<file path="src/rtl/irq_pend_pkg.sv">
package irq_pend_pkg;

  function automatic int unsigned idx_width(input int unsigned n);
    return (n > 1) ? $clog2(n) : 1;
  endfunction

endpackage

</file>
<file path="src/rtl/irq_pend_reg.sv">
module irq_pend_reg #(
  parameter int unsigned NUM_SRC = 8
) (
  input  logic               clk_i,
  input  logic               rst_ni,
  input  logic [NUM_SRC-1:0] req_i,
  input  logic [NUM_SRC-1:0] clr_i,
  input  logic               en_we_i,
  input  logic [NUM_SRC-1:0] en_wdata_i,
  output logic [NUM_SRC-1:0] pend_o,
  output logic [NUM_SRC-1:0] en_o
);

  logic [NUM_SRC-1:0] pend_q, en_q;

  // new requests win over the clear of the same bit
  always_ff @(posedge clk_i or negedge rst_ni) begin
    if (!rst_ni) begin
      pend_q <= '0;
      en_q   <= '0;
    end else begin
      pend_q <= (pend_q & ~clr_i) | req_i;
      if (en_we_i) en_q <= en_wdata_i;
    end
  end

  assign pend_o = pend_q;
  assign en_o   = en_q;

  assert_sticky_R1: assert property (@(posedge clk_i) disable iff (!rst_ni)
    1'b1 |=> ((pend_q & $past(pend_q & ~clr_i)) == $past(pend_q & ~clr_i)));

  assert_req_capture_R1: assert property (@(posedge clk_i) disable iff (!rst_ni)
    1'b1 |=> ((pend_q & $past(req_i)) == $past(req_i)));

endmodule

</file>
<file path="src/rtl/irq_prio_pick.sv">
module irq_prio_pick #(
  parameter int unsigned NUM_SRC = 8,
  parameter bit          TOP_NMI = 1'b0,
  localparam int unsigned IDX_W  = irq_pend_pkg::idx_width(NUM_SRC)
) (
  input  logic [NUM_SRC-1:0] pend_i,
  input  logic [NUM_SRC-1:0] en_i,
  output logic [NUM_SRC-1:0] grant_o,
  output logic               any_o,
  output logic [IDX_W-1:0]   idx_o
);

  localparam logic [NUM_SRC-1:0] NMI_MASK = TOP_NMI ? NUM_SRC'(1) : '0;

  logic [NUM_SRC-1:0] elig;
  logic [NUM_SRC:0]   lower_any;

  assign elig         = pend_i & (en_i | NMI_MASK);
  assign lower_any[0] = 1'b0;

  for (genvar g = 0; g < NUM_SRC; g++) begin : g_chain
    assign lower_any[g+1] = lower_any[g] | elig[g];
    assign grant_o[g]     = elig[g] & ~lower_any[g];
  end

  assign any_o = lower_any[NUM_SRC];

  always_comb begin
    idx_o = '0;
    for (int i = 0; i < NUM_SRC; i++) begin
      if (grant_o[i]) idx_o = idx_o | IDX_W'(i);
    end
  end

  always_comb begin
    assert_grant_onehot_R3: assert ($onehot0(grant_o));
    assert_grant_eligible_R2: assert ((grant_o & ~(en_i | NMI_MASK)) == '0);
  end

endmodule

</file>
<file path="src/rtl/irq_issue_ctl.sv">
module irq_issue_ctl #(
  parameter bit SEQ_MODE = 1'b0
) (
  input  logic clk_i,
  input  logic rst_ni,
  input  logic any_i,
  input  logic active_i,
  input  logic ack_i,
  output logic take_o
);

  logic wait_q, hold_q;

  assign take_o = any_i & ~wait_q & ~hold_q;

  always_ff @(posedge clk_i or negedge rst_ni) begin
    if (!rst_ni) begin
      wait_q <= 1'b0;
      hold_q <= 1'b0;
    end else begin
      hold_q <= SEQ_MODE & active_i;
      if (take_o)     wait_q <= 1'b1;
      else if (ack_i) wait_q <= 1'b0;
    end
  end

  assert_single_pulse_R4: assert property (@(posedge clk_i) disable iff (!rst_ni)
    take_o |=> !take_o);

  assert_wait_ack_R4: assert property (@(posedge clk_i) disable iff (!rst_ni)
    (take_o || (wait_q && !ack_i)) |=> !take_o);

  assert_seq_hold_R7: assert property (@(posedge clk_i) disable iff (!rst_ni)
    (SEQ_MODE && active_i) |=> !take_o);

  assert_release_R8: assert property (@(posedge clk_i) disable iff (!rst_ni)
    (!active_i && any_i && !wait_q && !take_o && !ack_i) |=> (!any_i || take_o || $past(wait_q)));

endmodule

</file>
<file path="src/rtl/irq_pend_ctrl.sv">
module irq_pend_ctrl #(
  parameter int unsigned NUM_SRC  = 8,
  parameter bit          TOP_NMI  = 1'b0,
  parameter bit          SEQ_MODE = 1'b0,
  localparam int unsigned IDX_W   = irq_pend_pkg::idx_width(NUM_SRC)
) (
  input  logic               clk_i,
  input  logic               rst_ni,
  input  logic [NUM_SRC-1:0] req_i,
  input  logic               en_we_i,
  input  logic [NUM_SRC-1:0] en_wdata_i,
  input  logic               active_i,
  input  logic               ack_i,
  output logic               start_o,
  output logic [IDX_W-1:0]   vec_o,
  output logic [NUM_SRC-1:0] clr_o
);

  logic [NUM_SRC-1:0] pend, en, grant;
  logic [IDX_W-1:0]   idx;
  logic               any, take;

  irq_pend_reg #(.NUM_SRC(NUM_SRC)) u_reg (
    .clk_i      (clk_i),
    .rst_ni     (rst_ni),
    .req_i      (req_i),
    .clr_i      (clr_o),
    .en_we_i    (en_we_i),
    .en_wdata_i (en_wdata_i),
    .pend_o     (pend),
    .en_o       (en)
  );

  irq_prio_pick #(.NUM_SRC(NUM_SRC), .TOP_NMI(TOP_NMI)) u_pick (
    .pend_i  (pend),
    .en_i    (en),
    .grant_o (grant),
    .any_o   (any),
    .idx_o   (idx)
  );

  irq_issue_ctl #(.SEQ_MODE(SEQ_MODE)) u_issue (
    .clk_i    (clk_i),
    .rst_ni   (rst_ni),
    .any_i    (any),
    .active_i (active_i),
    .ack_i    (ack_i),
    .take_o   (take)
  );

  assign start_o = take;
  assign vec_o   = take ? idx : '0;
  assign clr_o   = take ? grant : '0;

  assert_vec_matches_clr_R3: assert property (@(posedge clk_i) disable iff (!rst_ni)
    start_o |-> (clr_o[vec_o] && $onehot(clr_o)));

  assert_lower_not_pending_R3: assert property (@(posedge clk_i) disable iff (!rst_ni)
    start_o |-> ((pend & (en | NUM_SRC'(TOP_NMI)) & ((clr_o - 1'b1) & ~clr_o)) == '0));

  assert_enable_gate_R2: assert property (@(posedge clk_i) disable iff (!rst_ni)
    start_o |-> (en[vec_o] || (TOP_NMI && vec_o == '0)));

  assert_idle_quiet_R4: assert property (@(posedge clk_i) disable iff (!rst_ni)
    !start_o |-> (clr_o == '0 && vec_o == '0));

endmodule

</file>
<file path="config.mk">
export PLATFORM = sky130hd
export DESIGN_NAME = irq_pend_ctrl
export DESIGN_NICKNAME = d
export VERILOG_FILES = /design/src/rtl/irq_pend_pkg.sv /design/src/rtl/irq_pend_reg.sv /design/src/rtl/irq_prio_pick.sv /design/src/rtl/irq_issue_ctl.sv /design/src/rtl/irq_pend_ctrl.sv
export SDC_FILE = /design/constraint.sdc
export NUM_CORES = 1
export LEC_CHECK = 0
export BUFFER_PORTS_ARGS = -buffer_cell sky130_fd_sc_hd__buf_2
export CAP_MARGIN = 15
export CORE_MARGIN = 2
export CORE_UTILIZATION = 43
export DETAILED_ROUTE_END_ITERATION = 6
export PLACE_DENSITY = 0.76
export SLEW_MARGIN = 40
export SYNTH_ARGS = -nofsm -noshare
export SYNTH_HDL_FRONTEND = slang
export SYNTH_SLANG_ARGS = --single-unit
</file>
<file path="constraint.sdc">
create_clock -name clk_i -period 2.67 [get_ports clk_i]
set_input_delay 0.534 -clock clk_i [delete_from_list [all_inputs] [get_ports clk_i]]
set_output_delay 0.534 -clock clk_i [all_outputs]
set_load 0.02 [all_outputs]
</file>
==> impl_metrics.csv, run 1 <==
group,metric,value,unit
sta,final.setup_skew,1.94,ps
worst_setup_path,cp.arrival,1850,ps
worst_setup_path,critPathLaunch,"u_reg.pend_o[1]$_DFF_PN0_",
sta,worst_pin_slew,425,ps
floorplan,dieArea,0.00236,mm²
pwr,p_int,0.386,mW
floorplan,die_w,48.6,µm
floorplan,initial_core_util,44.5,%
synthesis,async_flop_share,100,%
run_status,outcome,"complete, no violations",
worst_setup_path,r2r-start,"u_reg.pend_o[1]$_DFF_PN0_",
clocking,clk_latency,280,ps
pwr,combPwrFrac,20.1,%
floorplan,core_area,0.00192,mm²
sta,fin_setup_tns,0,ps
pwr,p_sw,0.152,mW
synthesis,ys_types,28,
hold_path,hold_path.class,"input port to async pin",
worst_setup_path,worst-setup-path-type,"register to output pin",
sta,rsz0062_at_grt,"false",
pwr,ir_worst_vdd,0.371,mV
synthesis,synth_top_area_share,49.8,%
cells_and_area,design_area,0.00107,mm²
sta,max_freq,420,MHz
place,post_dp_cell_area,0.00104,mm²
sta,period_minus_slack,2380,ps
clocking,cts_root_buf,"clkbuf_4",
sta,hold_violations,0,
sta,whs,158,ps
pwr,p_seq_share,55.4,%
routing,first_pass_iters,4,
worst_setup_path,crit_fanout,9,
pwr,power_density,504,mW/mm²
synthesis,synth-warning-count,0,
global_routing,grt_pass1_wl,3.10,mm
clocking,cts_sinks,17,
clocking,cts_tree,"done",
clocking,numCtsBuffers,3,
worst_setup_path,crit_path_start_kind,"register",
cells_and_area,antenna_cells,0,
cells_and_area,layout.nets,134,
worst_setup_path,end_kind,"output pin",
routing,dr.max_layer_used,"met3",
routing,routed_wirelength,1.79,mm
synthesis,synth_seq_area_share,49.8,%
synthesis,synth_edf_count,0,
synthesis,synth_most_common_cell,"dfrtp_1",
synthesis,synthCells,78,
clocking,cts_buffer_depth,2,
place,dp_hpwl,1.42,mm
routing,drt-met1-wl,775,µm
global_routing,grt_pass1_vias,708,
synthesis,yosysTopAreaCell,"dfrtp_1",
floorplan,num_rows,16,
routing,vias,771,
routing,via_per_inst,5.55,
place,portBuffers,31,
pwr,p_leak,0.508,nW
synthesis,synth_area,855,µm²
routing,drc,0,
pwr,sw_frac_of_total,28.3,%
floorplan,ios,33,
routing,wire_per_inst,12.9,µm
sta,period_share,89.2,%
routing,dr_wl_met2,943,µm
cells_and_area,drive_gt1_share,41.1,%
floorplan,die_h,48.6,µm
synthesis,yosys-top-cells-count,"dfrtp_1, mux2_2, nand2_1",
pwr,pwr-share-clk,24.5,%
synthesis,synth_nets,99,
global_routing,overflow,0,
global_routing,grt_antenna_before_repair,0,
routing,detail_route.iter0.violations,26,
synthesis,ys_ff_latch,17,
routing,ant_nets,0,
global_routing,grt_max_degree,18,
cells_and_area,area_growth,25.0,%
sta,drv_slew,0,
synthesis,netlist_top_cells_area,"dfrtp_1, mux2_2, nand2_1",
routing,met3WireLength,74,µm
global_routing,gr-usage-all-layers,16.7,%
synthesis,syn_area_per_cell,11.0,µm²
clocking,cts_hold_buffers,0,
clocking,clk_pin_slew,90,ps
synthesis,synthFlopType,"dfrtp_1",
job,maxCapViolCount,0,
clocking,postCtsSetupRepairBufs,0,
worst_setup_path,crit_required,2140,ps
clocking,htree_levels,1,
sta,relSlewSlack,71.7,%
clocking,cts_resized,0,
place,place.gp.congestion,0.734,
sta,setup_viol,0,
## stage by stage
stage                     setup WS (ps)  power (mW)  std cells  utilization (%)
final                               287       0.538        139             55.6
after global routing                158       0.570        139             55.6
after CTS                           268       0.549        139             55.6
after detailed placement            596       0.412        135             54.2
after global placement              624       0.407        135             54.2
after floorplan                     330       0.368         78                -
## power groups by stage
stage | logic, mW | clock network, mW | registers [mW]
after floorplan | 0.0737 | 0 | 0.294
after detailed placement | 0.109 | 0 | 0.303
final | 0.108 | 0.132 | 0.298
after global placement | 0.105 | 0 | 0.302
after CTS | 0.109 | 0.142 | 0.298
after global routing | 0.120 | 0.148 | 0.302
## path summary, 6_finish.rpt
check | endpoint | slack (ps) | cells after the start
worst min register to register | u_reg.pend_o[5]$_DFF_PN0_ | 530 | 1
worst max-delay path | clr_o[3] | 290 | 5
min in group clk_i | u_issue.wait_q$_DFFE_PN0P_ | 430 | 2
worst min-delay path | u_reg.pend_o[4]$_DFF_PN0_ | 160 | 1
worst max register to register | u_reg.pend_o[3]$_DFF_PN0_ | 1030 | 4
max in group asynchronous | u_reg.en_o[0]$_DFFE_PN0P_ | 2240 | 1
## layout by cell type, fill, tap and decap left out, drive strengths merged, types with 2 or more instances in the layout
master / count
nand2b: 2
a311oi: 2
a21o: 3
clkbuf: 4
nand3b: 3
buf: 32
nand4b: 2
nand2: 8
nor2: 6
a22oi: 2
a222oi: 2
nand3: 3
mux2: 8
o22a: 3
dfrtp: 17
inv: 4
## worst max-delay path: stages (launching register included)
cell	delay [ps]
dfrtp_1	450
a222oi_1	330
buf_4	220
or3b_1	370
inv_1	60
buf_2	150
## final cells by class
| type | count | area (µm²) |
|---|---|---|
| Timing Repair Buffer | 32 | 163 |
| Sequential cell | 17 | 425 |
| Multi-Input combinational cell | 55 | 405 |
| Tap cell | 27 | 33.8 |
| Fill cell | 184 | 853 |
| Clock buffer | 4 | 26.3 |
| Inverter | 4 | 15.0 |
## state kept, by name (all words and copies together), names as in the netlist
signal,cells
u_reg.en_o,8
u_reg.pend_o,8
u_issue.wait_q,1
## layer usage
metal / track usage [%] / vias to the layer above
met3: 1.85 / 0
met1: 22.7 / 385
met2: 27.1 / 22
li1: - / 364
met4: 7.14 / 0
met5: 0 / -
## cells by family (layout without fill, tap and decap cells)
group	count (synthesis)	after routing	share of synthesized area, %
compound gates	18	18	18.2
flops	17	17	49.8
simple gates	28	28	17.6
buf+inv	6	40	2.78
mux	9	9	11.7
No activity file was read; power rests on OpenSTA's default activity.
==> run 2: changes to the inputs <==
==> constraint.sdc (replaced) <==
create_clock -name clk_i -period 2.67 [get_ports clk_i]
set_input_delay 0.6675 -clock clk_i [delete_from_list [all_inputs] [get_ports clk_i]]
set_output_delay 0.6675 -clock clk_i [all_outputs]
set_load 0.02 [all_outputs]
==> impl_metrics.csv, run 2 (synthesized netlist as in run 1, its figures left out) <==
group,metric,value,unit
run_status,outcome,"complete, no violations",
worst_setup_path,cp.arrival,1880,ps
global_routing,grt_pass1_wl,3.08,mm
worst_setup_path,reg2reg_depth,4,
clocking,cts_sinks,17,
pwr,p_sw,0.160,mW
pwr,ir_worst_vdd,0.347,mV
floorplan,die_w,48.6,µm
global_routing,grt_pass1_vias,705,
clocking,clk_pin_slew,100,ps
global_routing,overflow,0,
cells_and_area,antenna_cells,0,
sta,hold_violations,0,
routing,ant_nets,0,
global_routing,grt_max_degree,18,
routing,wire_per_inst,13.4,µm
clocking,cts_buffer_depth,2,
sta,setup_viol,0,
sta,rsz0062_at_grt,"false",
floorplan,die_h,48.6,µm
sta,fin_setup_tns,0,ps
routing,vias,764,
cells_and_area,area_growth,25.0,%
routing,drc,0,
sta,period_share,95.4,%
place,post_dp_cell_area,0.00104,mm²
pwr,combPwrFrac,19.8,%
clocking,postCtsSetupRepairBufs,0,
clocking,cts_resized,0,
worst_setup_path,worst-setup-path-type,"register to output pin",
clocking,cts_hold_buffers,0,
worst_setup_path,r2r_slack,1000,ps
job,maxCapViolCount,0,
pwr,p_leak,0.508,nW
cells_and_area,fill_cells,189,
worst_setup_path,r2r-start,"u_reg.pend_o[1]$_DFF_PN0_",
worst_setup_path,crit_fanout,9,
worst_setup_path,crit_required,2000,ps
sta,relSlewSlack,69.6,%
clocking,numCtsBuffers,3,
cells_and_area,multi_input_area,405,µm²
routing,detail_route.iter0.violations,27,
floorplan,num_rows,16,
floorplan,core_area,0.00192,mm²
cells_and_area,design_area,0.00107,mm²
cells_and_area,drive_gt1_share,41.1,%
clocking,cts_tree,"done",
pwr,power_density,511,mW/mm²
clocking,cts_root_buf,"clkbuf_4",
floorplan,ios,33,
sta,final.setup_skew,0.570,ps
worst_setup_path,crit_path_start_kind,"register",
place,portBuffers,31,
hold_path,hold_path.class,"input port to async pin",
pwr,sw_frac_of_total,29.3,%
pwr,p_int,0.386,mW
routing,routed_wirelength,1.86,mm
cells_and_area,layout_common_cells,"buf_2, dfrtp_1, nand2_1, mux2_2, nor2_1",
global_routing,grt_antenna_before_repair,0,
pwr,pwr-share-clk,25.4,%
place,place.gp.congestion,0.734,
cells_and_area,final_common_cell,"buf_2",
sta,max_freq,393,MHz
worst_setup_path,rr_endpoint,"u_reg.pend_o[3]$_DFF_PN0_",
worst_setup_path,end_kind,"output pin",
place,dp_hpwl,1.45,mm
cells_and_area,layout.nets,134,
floorplan,dieArea,0.00236,mm²
floorplan,initial_core_util,44.5,%
global_routing,gr-usage-all-layers,16.9,%
clocking,clk_latency,290,ps
sta,drv_slew,0,
routing,first_pass_iters,4,
sta,worst_pin_slew,456,ps
cells_and_area,seqCellArea,425,µm²
pwr,p_seq_share,54.7,%
routing,via_per_inst,5.50,
sta,period_minus_slack,2550,ps
clocking,htree_levels,1,
-- run 2: cell counts in the layout (fill, tap and decap cells not counted) --
Identical to the previous run, type by type.
-- run 2: critical path: stages, from the launching register on --
cell and delay, ps:
dfrtp_1 450, a222oi_1 340, buf_4 220, or3b_1 370, inv_1 60, buf_2 150
-- run 2: per-layer routing --
metal	GRT usage [%]	wire, µm	vias to the layer above
li1	-	-	364
met3	1.85	54	3
met5	0	0	-
met1	22.1	840	378
met2	28.0	940	19
met4	8.57	23	0
-- run 2: worst max path at each step --
stage,from,to,slack [ps],cells after the start
after floorplan,u_reg.pend_o[1]$_DFF_PN0_,clr_o[5],200,2
after global placement,u_reg.pend_o[1]$_DFF_PN0_,clr_o[3],490,5
after CTS,u_reg.pend_o[1]$_DFF_PN0_,clr_o[3],110,5
final,u_reg.pend_o[1]$_DFF_PN0_,clr_o[3],120,5
after detailed placement,u_reg.pend_o[1]$_DFF_PN0_,clr_o[3],440,5
after global routing,u_reg.pend_o[1]$_DFF_PN0_,clr_o[3],20,5
-- run 2: layout make-up --
cell class                 instances  area share, %
tap                               27           3.16
clock buffer                       4           2.46
sequential                        17           39.8
timing repair buffer              32           15.2
multi-input combinational         55           37.9
inverter                           4           1.41
-- run 2: power by group through the flow --
stage / clock, mW / combinational (mW) / sequential, mW
after floorplan: 0 / 0.0737 / 0.294
after global placement: 0 / 0.105 / 0.302
after detailed placement: 0 / 0.109 / 0.303
after CTS: 0.144 / 0.109 / 0.298
after global routing: 0.154 / 0.120 / 0.302
final: 0.139 / 0.108 / 0.299
-- run 2: through the flow --
| step | cells | utilization [%] | hold WS (ps) | setup WS (ps) | power (mW) |
|---|---|---|---|---|---|
| 6_report | 139 | 55.6 | 280 | 123 | 0.546 |
| 4_1_cts | 139 | 55.6 | 288 | 113 | 0.551 |
| 3_3_place_gp | 135 | 54.2 | 488 | 490 | 0.407 |
| 2_1_floorplan | 78 | - | 372 | 197 | 0.368 |
| 3_5_place_dp | 135 | 54.2 | 512 | 445 | 0.413 |
| 5_1_grt | 139 | 55.6 | 296 | 21.0 | 0.576 |
==> run 3: changes to the inputs <==
Settings changed: CTS_BUF_LIST set to sky130_fd_sc_hd__clkbuf_8.
==> impl_metrics.csv, run 3 (synthesized netlist as in run 1, its figures left out) <==
group,metric,value,unit
run_status,outcome,"complete, no violations",
pwr,p_sw,0.164,mW
routing,wire_per_inst,13.8,µm
pwr,pwr-share-clk,31.2,%
floorplan,die_w,48.6,µm
worst_setup_path,crit_path_start_kind,"register",
cells_and_area,layout_common_cells,"buf_2, dfrtp_1, nand2_1, mux2_2, nor2_1",
clocking,htree_levels,1,
global_routing,grt_antenna_before_repair,0,
clocking,cts_tree,"done",
floorplan,core_area,0.00192,mm²
pwr,p_leak,0.520,nW
global_routing,gr-usage-all-layers,18.2,%
sta,period_minus_slack,2540,ps
sta,setup_viol,0,
pwr,power_density,547,mW/mm²
cells_and_area,seqCellArea,425,µm²
place,portBuffers,31,
global_routing,grt_pass1_wl,3.28,mm
clocking,clk_pin_slew,60,ps
sta,period_share,95.1,%
sta,hold_violations,0,
worst_setup_path,reg2reg_depth,4,
worst_setup_path,cp.arrival,1870,ps
floorplan,ios,33,
pwr,combPwrFrac,18.2,%
worst_setup_path,end_kind,"output pin",
job,maxCapViolCount,0,
global_routing,grt_pass1_vias,715,
pwr,p_int,0.430,mW
routing,vias,761,
worst_setup_path,crit_required,2000,ps
worst_setup_path,worst-setup-path-type,"register to output pin",
place,placed_cells,135,
pwr,ir_worst_vdd,0.437,mV
cells_and_area,antenna_cells,0,
cells_and_area,final_common_cell,"buf_2",
floorplan,dieArea,0.00236,mm²
hold_path,hold_path.class,"input port to async pin",
sta,drv_slew,0,
floorplan,num_rows,16,
routing,ant_nets,0,
floorplan,initial_core_util,44.5,%
pwr,p_seq_share,50.5,%
sta,fin_ws,132,ps
sta,final.setup_skew,1.36,ps
worst_setup_path,crit_fanout,9,
clocking,cts_root_buf,"clkbuf_8",
place,dp_hpwl,1.45,mm
routing,routed_wirelength,1.92,mm
sta,max_freq,394,MHz
cells_and_area,multi_input_area,405,µm²
cells_and_area,drive_gt1_share,41.1,%
cells_and_area,final_core_util,56.6,%
clocking,numCtsBuffers,3,
pwr,sw_frac_of_total,27.6,%
cells_and_area,area_growth,27.2,%
sta,rsz0062_at_grt,"false",
global_routing,overflow,0,
clocking,postCtsSetupRepairBufs,0,
clocking,cts_buffer_depth,2,
routing,via_per_inst,5.47,
clocking,cts_resized,0,
sta,worst_pin_slew,452,ps
sta,relSlewSlack,69.8,%
place,place.gp.congestion,0.734,
routing,drc,0,
clocking,cts_hold_buffers,0,
cells_and_area,fill_cells,184,
place,detailedPlace.worstSlack,445,ps
clocking,cts_sinks,17,
global_routing,grt_max_degree,18,
cells_and_area,layout.nets,134,
cells_and_area,final_cells,139,
clocking,clk_latency,250,ps
floorplan,die_h,48.6,µm
routing,detail_route.iter0.violations,27,
routing,first_pass_iters,4,
sta,fin_setup_tns,0,ps
==> run 3: cell count changes in the layout (fill, tap and decap cells not counted) <==
cell	delta
inv_1	+1
clkbuf_1	-1
clkbuf_8	+3
clkbuf_4	-3
==> run 3: cell type report <==
class	count	area share, %
flip-flops and latches	17	39.1
clock buffers	3	3.80
inverters	4	1.38
multi-input cells	55	37.3
well taps	27	3.11
clock inverters	1	0.345
repair buffers	32	15.0
==> run 3: worst paths after layout <==
path / from / end / slack, ps
hold reg to reg: u_reg.pend_o[5]$_DFF_PN0_ / u_reg.pend_o[5]$_DFF_PN0_ / 520
hold / removal: rst_ni / u_reg.pend_o[1]$_DFF_PN0_ / 330
setup / recovery: u_reg.pend_o[1]$_DFF_PN0_ / clr_o[3] / 130
min in group clk_i: u_reg.pend_o[5]$_DFF_PN0_ / u_reg.pend_o[5]$_DFF_PN0_ / 520
max in group asynchronous: rst_ni / u_reg.pend_o[6]$_DFF_PN0_ / 2070
setup reg to reg: u_reg.pend_o[1]$_DFF_PN0_ / u_reg.pend_o[3]$_DFF_PN0_ / 960
==> run 3: critical path, cell delays in order, from the launching register on <==
cell and delay, ps:
dfrtp_1 450, a222oi_1 370, buf_4 230, or3b_1 370, inv_1 60, buf_2 150
==> run 3: per-stage QoR <==
stage                     total power [mW]  hold slack (ps)  cell area, µm²
after floorplan                      0.368              372             855
final                                0.594              327            1090
after CTS                            0.602              341            1090
after global placement               0.407              488            1040
after global routing                 0.630              350            1090
after detailed placement             0.413              512            1040
==> run 3: metal layers <==
metal	global-route usage [%]	share of wire, %	wire [µm]
met4	7.14	1.8	34
met2	30.8	50	961
met3	2.78	2.9	55
met1	23.5	45	866
met5	0	0	0
==> run 3: power groups by stage <==
stage | sequential, mW | clock [mW] | combinational (mW)
global route | 0.303 | 0.206 | 0.120
floorplan | 0.294 | 0 | 0.0737
CTS | 0.300 | 0.193 | 0.109
finish | 0.300 | 0.186 | 0.108
global placement | 0.302 | 0 | 0.105
detailed placement | 0.303 | 0 | 0.109
